### config.mk
export PLATFORM = sky130hd
export DESIGN_NAME = vcap_top
export DESIGN_NICKNAME = d
export VERILOG_FILES = /design/src/rtl/vcap_pkg.sv /design/src/rtl/vcap_trs_parser.sv /design/src/rtl/vcap_packer.sv /design/src/rtl/vcap_ring.sv /design/src/rtl/vcap_top.sv
export SDC_FILE = /design/constraint.sdc
export NUM_CORES = 2
export LEC_CHECK = 0
export BUFFER_PORTS_ARGS = -buffer_cell sky130_fd_sc_hd__buf_2
export CELL_PAD_IN_SITES_DETAIL_PLACEMENT = 1
export CELL_PAD_IN_SITES_GLOBAL_PLACEMENT = 2
export CORE_AREA = 10 10 417 419
export CTS_CLUSTER_DIAMETER = 200
export CTS_CLUSTER_SIZE = 25
export DETAILED_ROUTE_END_ITERATION = 8
export DIE_AREA = 0 0 427 429
export HOLD_SLACK_MARGIN = 0.1
export PLACE_DENSITY_LB_ADDON = 0.1
export SYNTH_ARGS = -nofsm -noshare
export SYNTH_HDL_FRONTEND = slang
export SYNTH_SLANG_ARGS = --single-unit
### constraint.sdc
create_clock -name clk -period 6.7 [get_ports clk]
set_input_delay 0.67 -clock clk [delete_from_list [all_inputs] [get_ports clk]]
set_output_delay 0.67 -clock clk [all_outputs]
set_load 0.02 [all_outputs]
### src/rtl/vcap_pkg.sv
package vcap_pkg;

    localparam logic [7:0] SYNC_ONES  = 8'hFF;
    localparam logic [7:0] SYNC_ZEROS = 8'h00;

    typedef struct packed {
        logic vblank;
        logic line_end;
    } tcode_t;

    typedef enum logic [1:0] {
        PH_CB = 2'd0,
        PH_Y0 = 2'd1,
        PH_CR = 2'd2,
        PH_Y1 = 2'd3
    } phase_e;

    typedef struct packed {
        logic       valid;
        logic [7:0] data;
    } sample_t;

    function automatic tcode_t decode_code(input logic [1:0] vh);
        tcode_t t;
        t.vblank   = vh[1];
        t.line_end = vh[0];
        return t;
    endfunction

    function automatic logic is_reserved(input logic [7:0] b);
        return (b == SYNC_ONES) || (b == SYNC_ZEROS);
    endfunction

endpackage

### src/rtl/vcap_trs_parser.sv
module vcap_trs_parser
    import vcap_pkg::*;
(
    input  logic       clk,
    input  logic       rst,
    input  logic       in_valid,
    input  logic [7:0] in_byte,
    output sample_t    smp,
    output logic       sav_pulse
);

    logic [7:0] hist0_q, hist1_q, hist2_q;
    logic       active_q;
    logic       odd_line_q;
    logic       vblank_q;
    phase_e     phase_q;

    logic   code_hit;
    tcode_t code;
    logic   sample_ok;
    logic   is_chroma;

    assign code_hit  = in_valid && (hist2_q == SYNC_ONES) &&
                       (hist1_q == SYNC_ZEROS) && (hist0_q == SYNC_ZEROS);
    assign code      = decode_code(in_byte[5:4]);
    assign sample_ok = in_valid && active_q && !code_hit && !is_reserved(in_byte);
    assign is_chroma = (phase_q == PH_CB) || (phase_q == PH_CR);

    assign smp.valid = sample_ok && !(is_chroma && odd_line_q);
    assign smp.data  = in_byte;
    assign sav_pulse = code_hit && !code.line_end;

    always_ff @(posedge clk) begin
        if (rst) begin
            hist0_q    <= '0;
            hist1_q    <= '0;
            hist2_q    <= '0;
            active_q   <= 1'b0;
            odd_line_q <= 1'b0;
            vblank_q   <= 1'b1;
            phase_q    <= PH_CB;
        end else if (in_valid) begin
            hist0_q <= in_byte;
            hist1_q <= hist0_q;
            hist2_q <= hist1_q;
            if (code_hit) begin
                vblank_q <= code.vblank;
                if (code.line_end) begin
                    active_q <= 1'b0;
                    if (active_q) begin
                        odd_line_q <= ~odd_line_q;
                    end
                end else begin
                    active_q <= !code.vblank;
                    phase_q  <= PH_CB;
                end
                if (vblank_q && !code.vblank) begin
                    odd_line_q <= 1'b0;
                end
            end else if (sample_ok) begin
                phase_q <= phase_e'(phase_q + 2'd1);
            end
        end
    end

    // a start code inside vertical blanking never opens capture
    assert_vblank_sav_R2: assert property (@(posedge clk) disable iff (rst)
        (code_hit && !code.line_end && code.vblank) |=> !active_q);

    // leaving vertical blanking restarts on an even line
    assert_parity_reset_R5: assert property (@(posedge clk) disable iff (rst)
        (code_hit && vblank_q && !code.vblank) |=> !odd_line_q);

endmodule

### src/rtl/vcap_packer.sv
module vcap_packer
    import vcap_pkg::*;
#(
    parameter int WORD_W = 32
) (
    input  logic              clk,
    input  logic              rst,
    input  sample_t           smp,
    input  logic              sav_pulse,
    output logic              wr_valid,
    output logic [WORD_W-1:0] wr_word
);

    localparam int BPW = WORD_W / 8;
    localparam int CW  = $clog2(BPW);
    localparam logic [CW-1:0] LAST = CW'(BPW - 1);

    logic [7:0]        lane_q [BPW-1];
    logic [CW-1:0]     cnt_q;
    logic [WORD_W-1:0] word_next;
    logic              wr_valid_q;
    logic [WORD_W-1:0] wr_word_q;

    for (genvar i = 0; i < BPW; i++) begin : g_lane
        if (i == BPW - 1) begin : g_last
            assign word_next[i*8 +: 8] = smp.data;
        end else begin : g_held
            assign word_next[i*8 +: 8] = lane_q[i];
        end
    end

    always_ff @(posedge clk) begin
        if (rst) begin
            cnt_q      <= '0;
            wr_valid_q <= 1'b0;
            wr_word_q  <= '0;
        end else begin
            wr_valid_q <= 1'b0;
            if (sav_pulse) begin
                cnt_q <= '0;
            end else if (smp.valid) begin
                if (cnt_q == LAST) begin
                    cnt_q      <= '0;
                    wr_valid_q <= 1'b1;
                    wr_word_q  <= word_next;
                end else begin
                    cnt_q <= cnt_q + 1'b1;
                end
            end
        end
    end

    always_ff @(posedge clk) begin
        if (!rst && !sav_pulse && smp.valid && cnt_q != LAST) begin
            lane_q[cnt_q] <= smp.data;
        end
    end

    assign wr_valid = wr_valid_q;
    assign wr_word  = wr_word_q;

    // a word leaves only when the byte collector has just been emptied
    assert_pack_empty_R4: assert property (@(posedge clk) disable iff (rst)
        wr_valid_q |-> (cnt_q == '0));

endmodule

### src/rtl/vcap_ring.sv
module vcap_ring #(
    parameter int DEPTH  = 64,
    parameter int WORD_W = 32,
    localparam int AW    = $clog2(DEPTH)
) (
    input  logic              clk,
    input  logic              rst,
    input  logic              clear,
    input  logic              wr_valid,
    input  logic [WORD_W-1:0] wr_word,
    input  logic              pop,
    output logic [WORD_W-1:0] rd_data,
    output logic              empty,
    output logic              full,
    output logic              overflow,
    output logic [AW-1:0]     head,
    output logic [AW-1:0]     tail
);

    logic [WORD_W-1:0] mem [DEPTH];
    logic [AW-1:0]     head_q, tail_q;
    logic              overflow_q;
    logic              do_write, do_pop;

    assign empty    = (head_q == tail_q);
    assign full     = (AW'(tail_q + 1'b1) == head_q);
    assign do_write = wr_valid && !full && !clear;
    assign do_pop   = pop && !empty && !clear;

    always_ff @(posedge clk) begin
        if (rst || clear) begin
            head_q     <= '0;
            tail_q     <= '0;
            overflow_q <= 1'b0;
        end else begin
            if (do_write) begin
                tail_q <= tail_q + 1'b1;
            end
            if (do_pop) begin
                head_q <= head_q + 1'b1;
            end
            if (wr_valid && full) begin
                overflow_q <= 1'b1;
            end
        end
    end

    always_ff @(posedge clk) begin
        if (do_write && !rst) begin
            mem[tail_q] <= wr_word;
        end
    end

    assign rd_data  = mem[head_q];
    assign overflow = overflow_q;
    assign head     = head_q;
    assign tail     = tail_q;

    // a full queue never lets the tail move onto the head
    assert_full_hold_R8: assert property (@(posedge clk) disable iff (rst)
        (full && !pop && !clear) |=> $stable(tail_q));

    // overflow is sticky until cleared
    assert_ovf_sticky_R8: assert property (@(posedge clk) disable iff (rst)
        (overflow_q && !clear) |=> overflow_q);

    // popping an empty queue has no effect on the head
    assert_empty_pop_R7: assert property (@(posedge clk) disable iff (rst)
        (empty && !clear) |=> $stable(head_q));

    // clear returns the queue to its origin
    assert_clear_origin_R10: assert property (@(posedge clk) disable iff (rst)
        clear |=> (head_q == '0 && tail_q == '0 && !overflow_q));

endmodule

### src/rtl/vcap_top.sv
module vcap_top
    import vcap_pkg::*;
#(
    parameter int DEPTH  = 64,
    parameter int WORD_W = 32,
    localparam int AW    = $clog2(DEPTH)
) (
    input  logic              clk,
    input  logic              rst,
    input  logic              pix_valid,
    input  logic [7:0]        pix_byte,
    input  logic              pop,
    input  logic              clear,
    output logic [WORD_W-1:0] rd_data,
    output logic              empty,
    output logic              full,
    output logic              overflow,
    output logic [AW-1:0]     head_ptr,
    output logic [AW-1:0]     tail_ptr
);

    sample_t           smp;
    logic              sav_pulse;
    logic              wr_valid;
    logic [WORD_W-1:0] wr_word;

    vcap_trs_parser u_parser (
        .clk       (clk),
        .rst       (rst),
        .in_valid  (pix_valid),
        .in_byte   (pix_byte),
        .smp       (smp),
        .sav_pulse (sav_pulse)
    );

    vcap_packer #(.WORD_W(WORD_W)) u_packer (
        .clk       (clk),
        .rst       (rst),
        .smp       (smp),
        .sav_pulse (sav_pulse),
        .wr_valid  (wr_valid),
        .wr_word   (wr_word)
    );

    vcap_ring #(.DEPTH(DEPTH), .WORD_W(WORD_W)) u_ring (
        .clk      (clk),
        .rst      (rst),
        .clear    (clear),
        .wr_valid (wr_valid),
        .wr_word  (wr_word),
        .pop      (pop),
        .rd_data  (rd_data),
        .empty    (empty),
        .full     (full),
        .overflow (overflow),
        .head     (head_ptr),
        .tail     (tail_ptr)
    );

endmodule

== Yosys cells after proc, flatten, opt, wreduce, memory -nomap -nowiden ==
Memories as Yosys holds them, arrays and structs flattened. A register that Yosys moved wholly into a read port is not among the register bits.
Cells that the tools add are included.
Cells by class
  $mul: 0
  reductions and logical operators: 45
  muxes and demuxes: 15
  shift operators: 0
  div/mod/pow operators: 0
  equal/unequal tests: 8
  order comparisons: 0
  bitwise operators: 3
  add/subtract/negate cells: 4
Operator list (number)
  zero test 8 bit: 3
  logical AND 1 bit: 19
  equality test 8 bit, second input constant: 2
  adder 6 x 1 -> 6 bit, second input constant: 2
  equality test 6 bit: 2
  two-way mux 6 bit: 2
  zero test 1 bit: 10
  two-way mux 1 bit: 9
  two-way mux 2 bit: 4
  AND reduction 3 bit: 2
  nonzero test 2 bit: 3
  adder 2 x 1 -> 2 bit, second input constant: 2
  equality test 2 bit, second input constant: 2
  inequality test 2 bit, second input constant: 2
  AND reduction 4 bit: 1
  logical OR 1 bit: 3
  NOT 1 bit: 3
  OR reduction 3 bit: 1
  zero test 2 bit: 1
  AND reduction 2 bit: 1
  OR reduction 2 bit: 1
Storage, ports and cells
  ROM bits: 0
  input port bits: 13
  latch bits: 0
  RAM bits: 2072
  output and inout port bits: 47
  bits in registers: 77
  memories: 2
Memory list
  u_ring.mem: words 64, width 32, read ports 1, clocked after Yosys merged registers in 1, wr ports 1, line vcap_ring.sv:20  | logic [WORD_W-1:0] mem [DEPTH];
  u_packer.lane_q: words 3, width 8, read ports 3, clocked after Yosys merged registers in 3, wr ports 1, line vcap_packer.sv:18  | logic [7:0] lane_q [BPW-1];

== Longest topological paths before layout ==
  depth in word-level cells: 12
  mapped depth: 9
  mapped depth without buffers: 6

== Modules after synthesis ==
From an unflattened synthesis, not the netlist that was laid out.
Second synthesis, totals
  cell total of the unflattened synthesis: 3771
  area, all modules: 82718.1 µm²
Modules (own cells, without submodules)
  vcap_ring: area an instance 78979.5 µm², instances 1, cells each 3444
  vcap_packer: area an instance 2388.5 µm², instances 1, cells each 184
  vcap_trs_parser: area an instance 1350.0 µm², instances 1, cells each 143

== Worst setup path after synthesis ==
No wires, ideal clock.
  kind: flip-flop to flip-flop
  start point: reg u_ring.tail_q[1], in the netlist u_ring.tail[1]
  end point: mem u_ring.mem[13][0] (enable)
  setup time: 502 ps
  stages on the path, launching flop included: 9
  arrival time: 4898 ps
  setup slack: 1300 ps
  clock period less this slack: 5400 ps
  cells stage by stage: dfxtp_1 -> clkbuf_1 -> nand3_1 -> xnor2_1 -> and4_1 -> a21o_1 -> buf_2 -> buf_2 -> nor4_1
Between the ends
  word-level cells in the longest chain between the ends: 8
RTL lines
  from (decl): line vcap_ring.sv:21  | logic [AW-1:0] head_q, tail_q;
  from (signal assigned): line vcap_ring.sv:37  | tail_q <= tail_q + 1'b1;
  adder 6 x 1 -> 6 bit: line vcap_ring.sv:26  | assign full = (AW'(tail_q + 1'b1) == head_q);
  equality test 6 bit: line vcap_ring.sv:26
  zero test 1 bit: line vcap_ring.sv:27  | assign do_write = wr_valid && !full && !clear;
  logical AND 1 bit (2 in a row): line vcap_ring.sv:27
  logical AND 1 bit: line vcap_ring.sv:49  | if (do_write && !rst) begin
  two-way mux 1 bit: line vcap_ring.sv:49
  two-way mux 1 bit (implied by the code): line vcap_ring.sv:50  | mem[tail_q] <= wr_word;
  to (decl): line vcap_ring.sv:20
Parallel ways exist; a longest one is shown, timed or not.

==> results.py <==
metrics = {
    "timing": {
        "rsz0062_at_grt": "no",
        "maxSlewViolCount": 0,
        "worst-slew-pin-transition_ns": 1.49,
        "final.setup.worst_slack_ns": 1.51,
        "fin_crit_ns": 5.19,
        "fin_setup_tns_ns": 0,
        "worst_hold_slack_ns": 0.241,
        "slew_headroom_pct": 0.848,
        "hold_viol": 0,
        "finalSetupViolCount": 0,
        "fmax_mhz": 193,
        "min_period_over_period_pct": 77.5,
        "skew_ns": 0.0296,
    },
    "synth": {
        "ys_warn_count": 0,
        "synth_top_area_cell": "edfxtp_1",
        "synth_cell_types": 60,
        "synth_most_common_cell": "edfxtp_1",
        "synth.avg_cell_area_um2": 21.6,
        "synth.cells.most_frequent": "edfxtp_1, mux4_2, nand2_1",
        "syn_nets": 3832,
        "synth_edf_count": 2072,
        "syn_inst": 3811,
        "ys_async_sr_fraction_pct": 0,
        "ys_ff_latch": 2155,
        "ys.flop_type": "edfxtp_1",
        "synth_seq_area_share_pct": 77.7,
        "netlist_area_um2": 82300,
        "yosysTopAreaCellShare_pct": 75.6,
        "ys_top_cells_by_area": "edfxtp_1, mux4_2, dfxtp_1",
    },
    "place": {
        "dp.cells": 5995,
        "dp_hpwl_um": 134000,
        "portBuffers": 59,
        "routabilityCongestion": 0.821,
        "preCtsSetupSlack_ns": 2.27,
    },
    "critical_path": {
        "worstSetupStartpointType": "flip-flop",
        "endpoint_kind": "output pin",
        "path_class": "flip-flop to output pin",
        "cp_max_fo": 49,
        "arrival_ns": 4.52,
        "critPathRequiredTime_ns": 6.03,
    },
    "min_path": {
        "hold_path_class": "input port to flip-flop",
    },
    "cells_and_area": {
        "fillers": 14241,
        "register_area_um2": 63900,
        "drive_gt1_share_pct": 24.5,
        "fin_cells": 6135,
        "fin_nets": 3910,
        "area_growth_pct": 7.63,
        "multiInputGateArea_um2": 17500,
    },
    "clocking": {
        "htreeDepth": 3,
        "clock_path_buffers": 3,
        "cts_tree": "built",
        "post-cts-setup-buffers": 0,
        "clock_latency_ns": 0.75,
        "holdBufCountCts": 0,
        "cts_resized": 0,
        "clk_pin_slew_ns": 0.10,
        "cts-root-buf": "clkbuf_16",
        "clock-sinks": 2155,
        "cts_made_buffers": 96,
    },
    "global_route": {
        "grt-ovfl-total": 0,
        "antenna_found_initial": 18,
        "grt_usage_pct": 24.7,
        "grt_pass1_vias": 41909,
        "grt_pass1_wl_um": 325000,
        "grt_max_degree": 146,
    },
    "detailed_routing": {
        "first_iter_violations": 5698,
        "route.detailed.drc": 0,
        "via_per_inst": 6.66,
        "wire_per_inst_um": 37.4,
        "vias": 40870,
        "ant_nets": 0,
        "drtPass1Iterations": 5,
        "wirelength_um": 229000,
    },
    "floorplan": {
        "core_um2": 166000,
        "start_util_pct": 49.6,
        "die_w_um": 427,
        "die_h_um": 429,
        "die_area_um2": 183000,
        "rows": 150,
        "boundaryPins": 60,
    },
    "power": {
        "internal-power_mw": 17.3,
        "comb_power_share_pct": 0.2,
        "p_clk_share_pct": 31.8,
        "powerDensity_nw_per_um2": 241,
        "p_seq_share_pct": 68.0,
        "p_sw_share_pct": 19.0,
        "p_leak_nw": 29.0,
        "netSwitchingPower_mw": 4.06,
        "power_mw": 21.4,
        "ir_drop_uv": 244,
    },
    "outcome": {
        "run_status": "finished, final reports clean",
    },
    "flow_run": {
        "maxCapViolations": 0,
    },
}
[cell type report]
class | count | area share [%]
Sequential cell | 2155 | 72.2
Clock buffer | 131 | 2.98
Antenna cell | 6 | 0.0170
Tap cell | 2204 | 3.11
Timing Repair Buffer | 225 | 1.90
Multi-Input combinational cell | 1405 | 19.7
Clock inverter | 3 | 0.0424
Inverter | 6 | 0.0254
[cell families after synthesis]
group / count (synthesis) / synth area share (%)
xor gates and xnor gates: 15 / 0.160
AOI/OAI and AO/OA: 311 / 2.60
DFF: 2155 / 77.7
adders and majority gates: 8 / 0.122
and+or+nand+nor: 517 / 3.32
muxes: 554 / 14.5
buffers and inverters: 251 / 1.62
[power groups by stage]
stage | logic [mW] | registers (mW) | clock network [mW]
2_1_floorplan | 0.0278 | 14.8 | 0
6_report | 0.0478 | 14.5 | 6.79
3_5_place_dp | 0.0485 | 14.8 | 0
3_3_place_gp | 0.0458 | 14.8 | 0
4_1_cts | 0.0485 | 14.5 | 6.93
5_1_grt | 0.0523 | 14.5 | 7.39
[flip-flops by register name, indices dropped and copies added, names as in the netlist, 6 cells and up, named ones only]
name              count
u_ring.mem         2048
u_ring.head           6
u_packer.wr_word     32
u_parser.hist0_q      8
u_packer.lane_q      24
u_ring.tail           6
u_parser.hist2_q      8
u_parser.hist1_q      8
[routing by layer]
metal	part of all wire [%]	track usage, %	up-vias
met5	0.018	0	-
met2	48	39.4	1740
li1	-	-	16162
met1	42	36.7	22707
met4	2.5	6.09	6
met3	6.7	3.01	255
[final timing paths]
check                  startpoint  slack [ns]                    end  depth (start not counted)
max                     flip-flop        1.51            rd_data[26]                          8
min                   pix_byte[6]        0.24  u_packer.lane_q[0][6]                          1
min reg2reg  u_packer.wr_word[18]        0.48   u_packer.wr_word[18]                          2
max reg2reg        u_ring.tail[0]        2.57     u_ring.mem[42][12]                          7
[cells in the final DEF, fill, tap and decap left out, types with 5 or more instances in the layout]
cell,n
edfxtp_1,2072
a21oi_1,45
xnor2_1,8
ha_1,8
buf_2,59
nand4_1,100
inv_1,5
xor2_1,7
nor3_2,32
buf_4,155
clkbuf_16,101
o21ai_0,39
nand2b_1,10
nor2_1,45
buf_12,11
dfxtp_2,33
nand2_1,119
nor2b_1,7
and3_1,40
mux2i_1,41
clkbuf_1,30
a211o_1,9
o221ai_1,51
nor4b_1,6
or3_1,6
and2_1,8
nand3_1,72
mux4_2,512
dfxtp_1,46
or2_2,6
a211oi_1,9
a22oi_1,62
nor4_2,32
o22ai_1,59
diode_2,6
nor3_1,7
o21ai_1,9
[through the flow]
stage               area (µm²)  utilization, %
floorplan                82300               -
global placement         85900            51.7
detailed placement       85900            51.7
CTS                      88500            53.4
global route             88500            53.4
finish                   88500            53.4
[critical path, cell delays in order, from the launching register on]
cell and delay [ns]:
dfxtp_4 0.82, buf_4 0.86, nor2b_1 0.15, buf_4 0.29
nand2b_1 0.33, o221ai_1 0.19, o22ai_1 0.57, and3_1 0.27
buf_2 0.17
No activity file was read; power rests on OpenSTA's default activity.
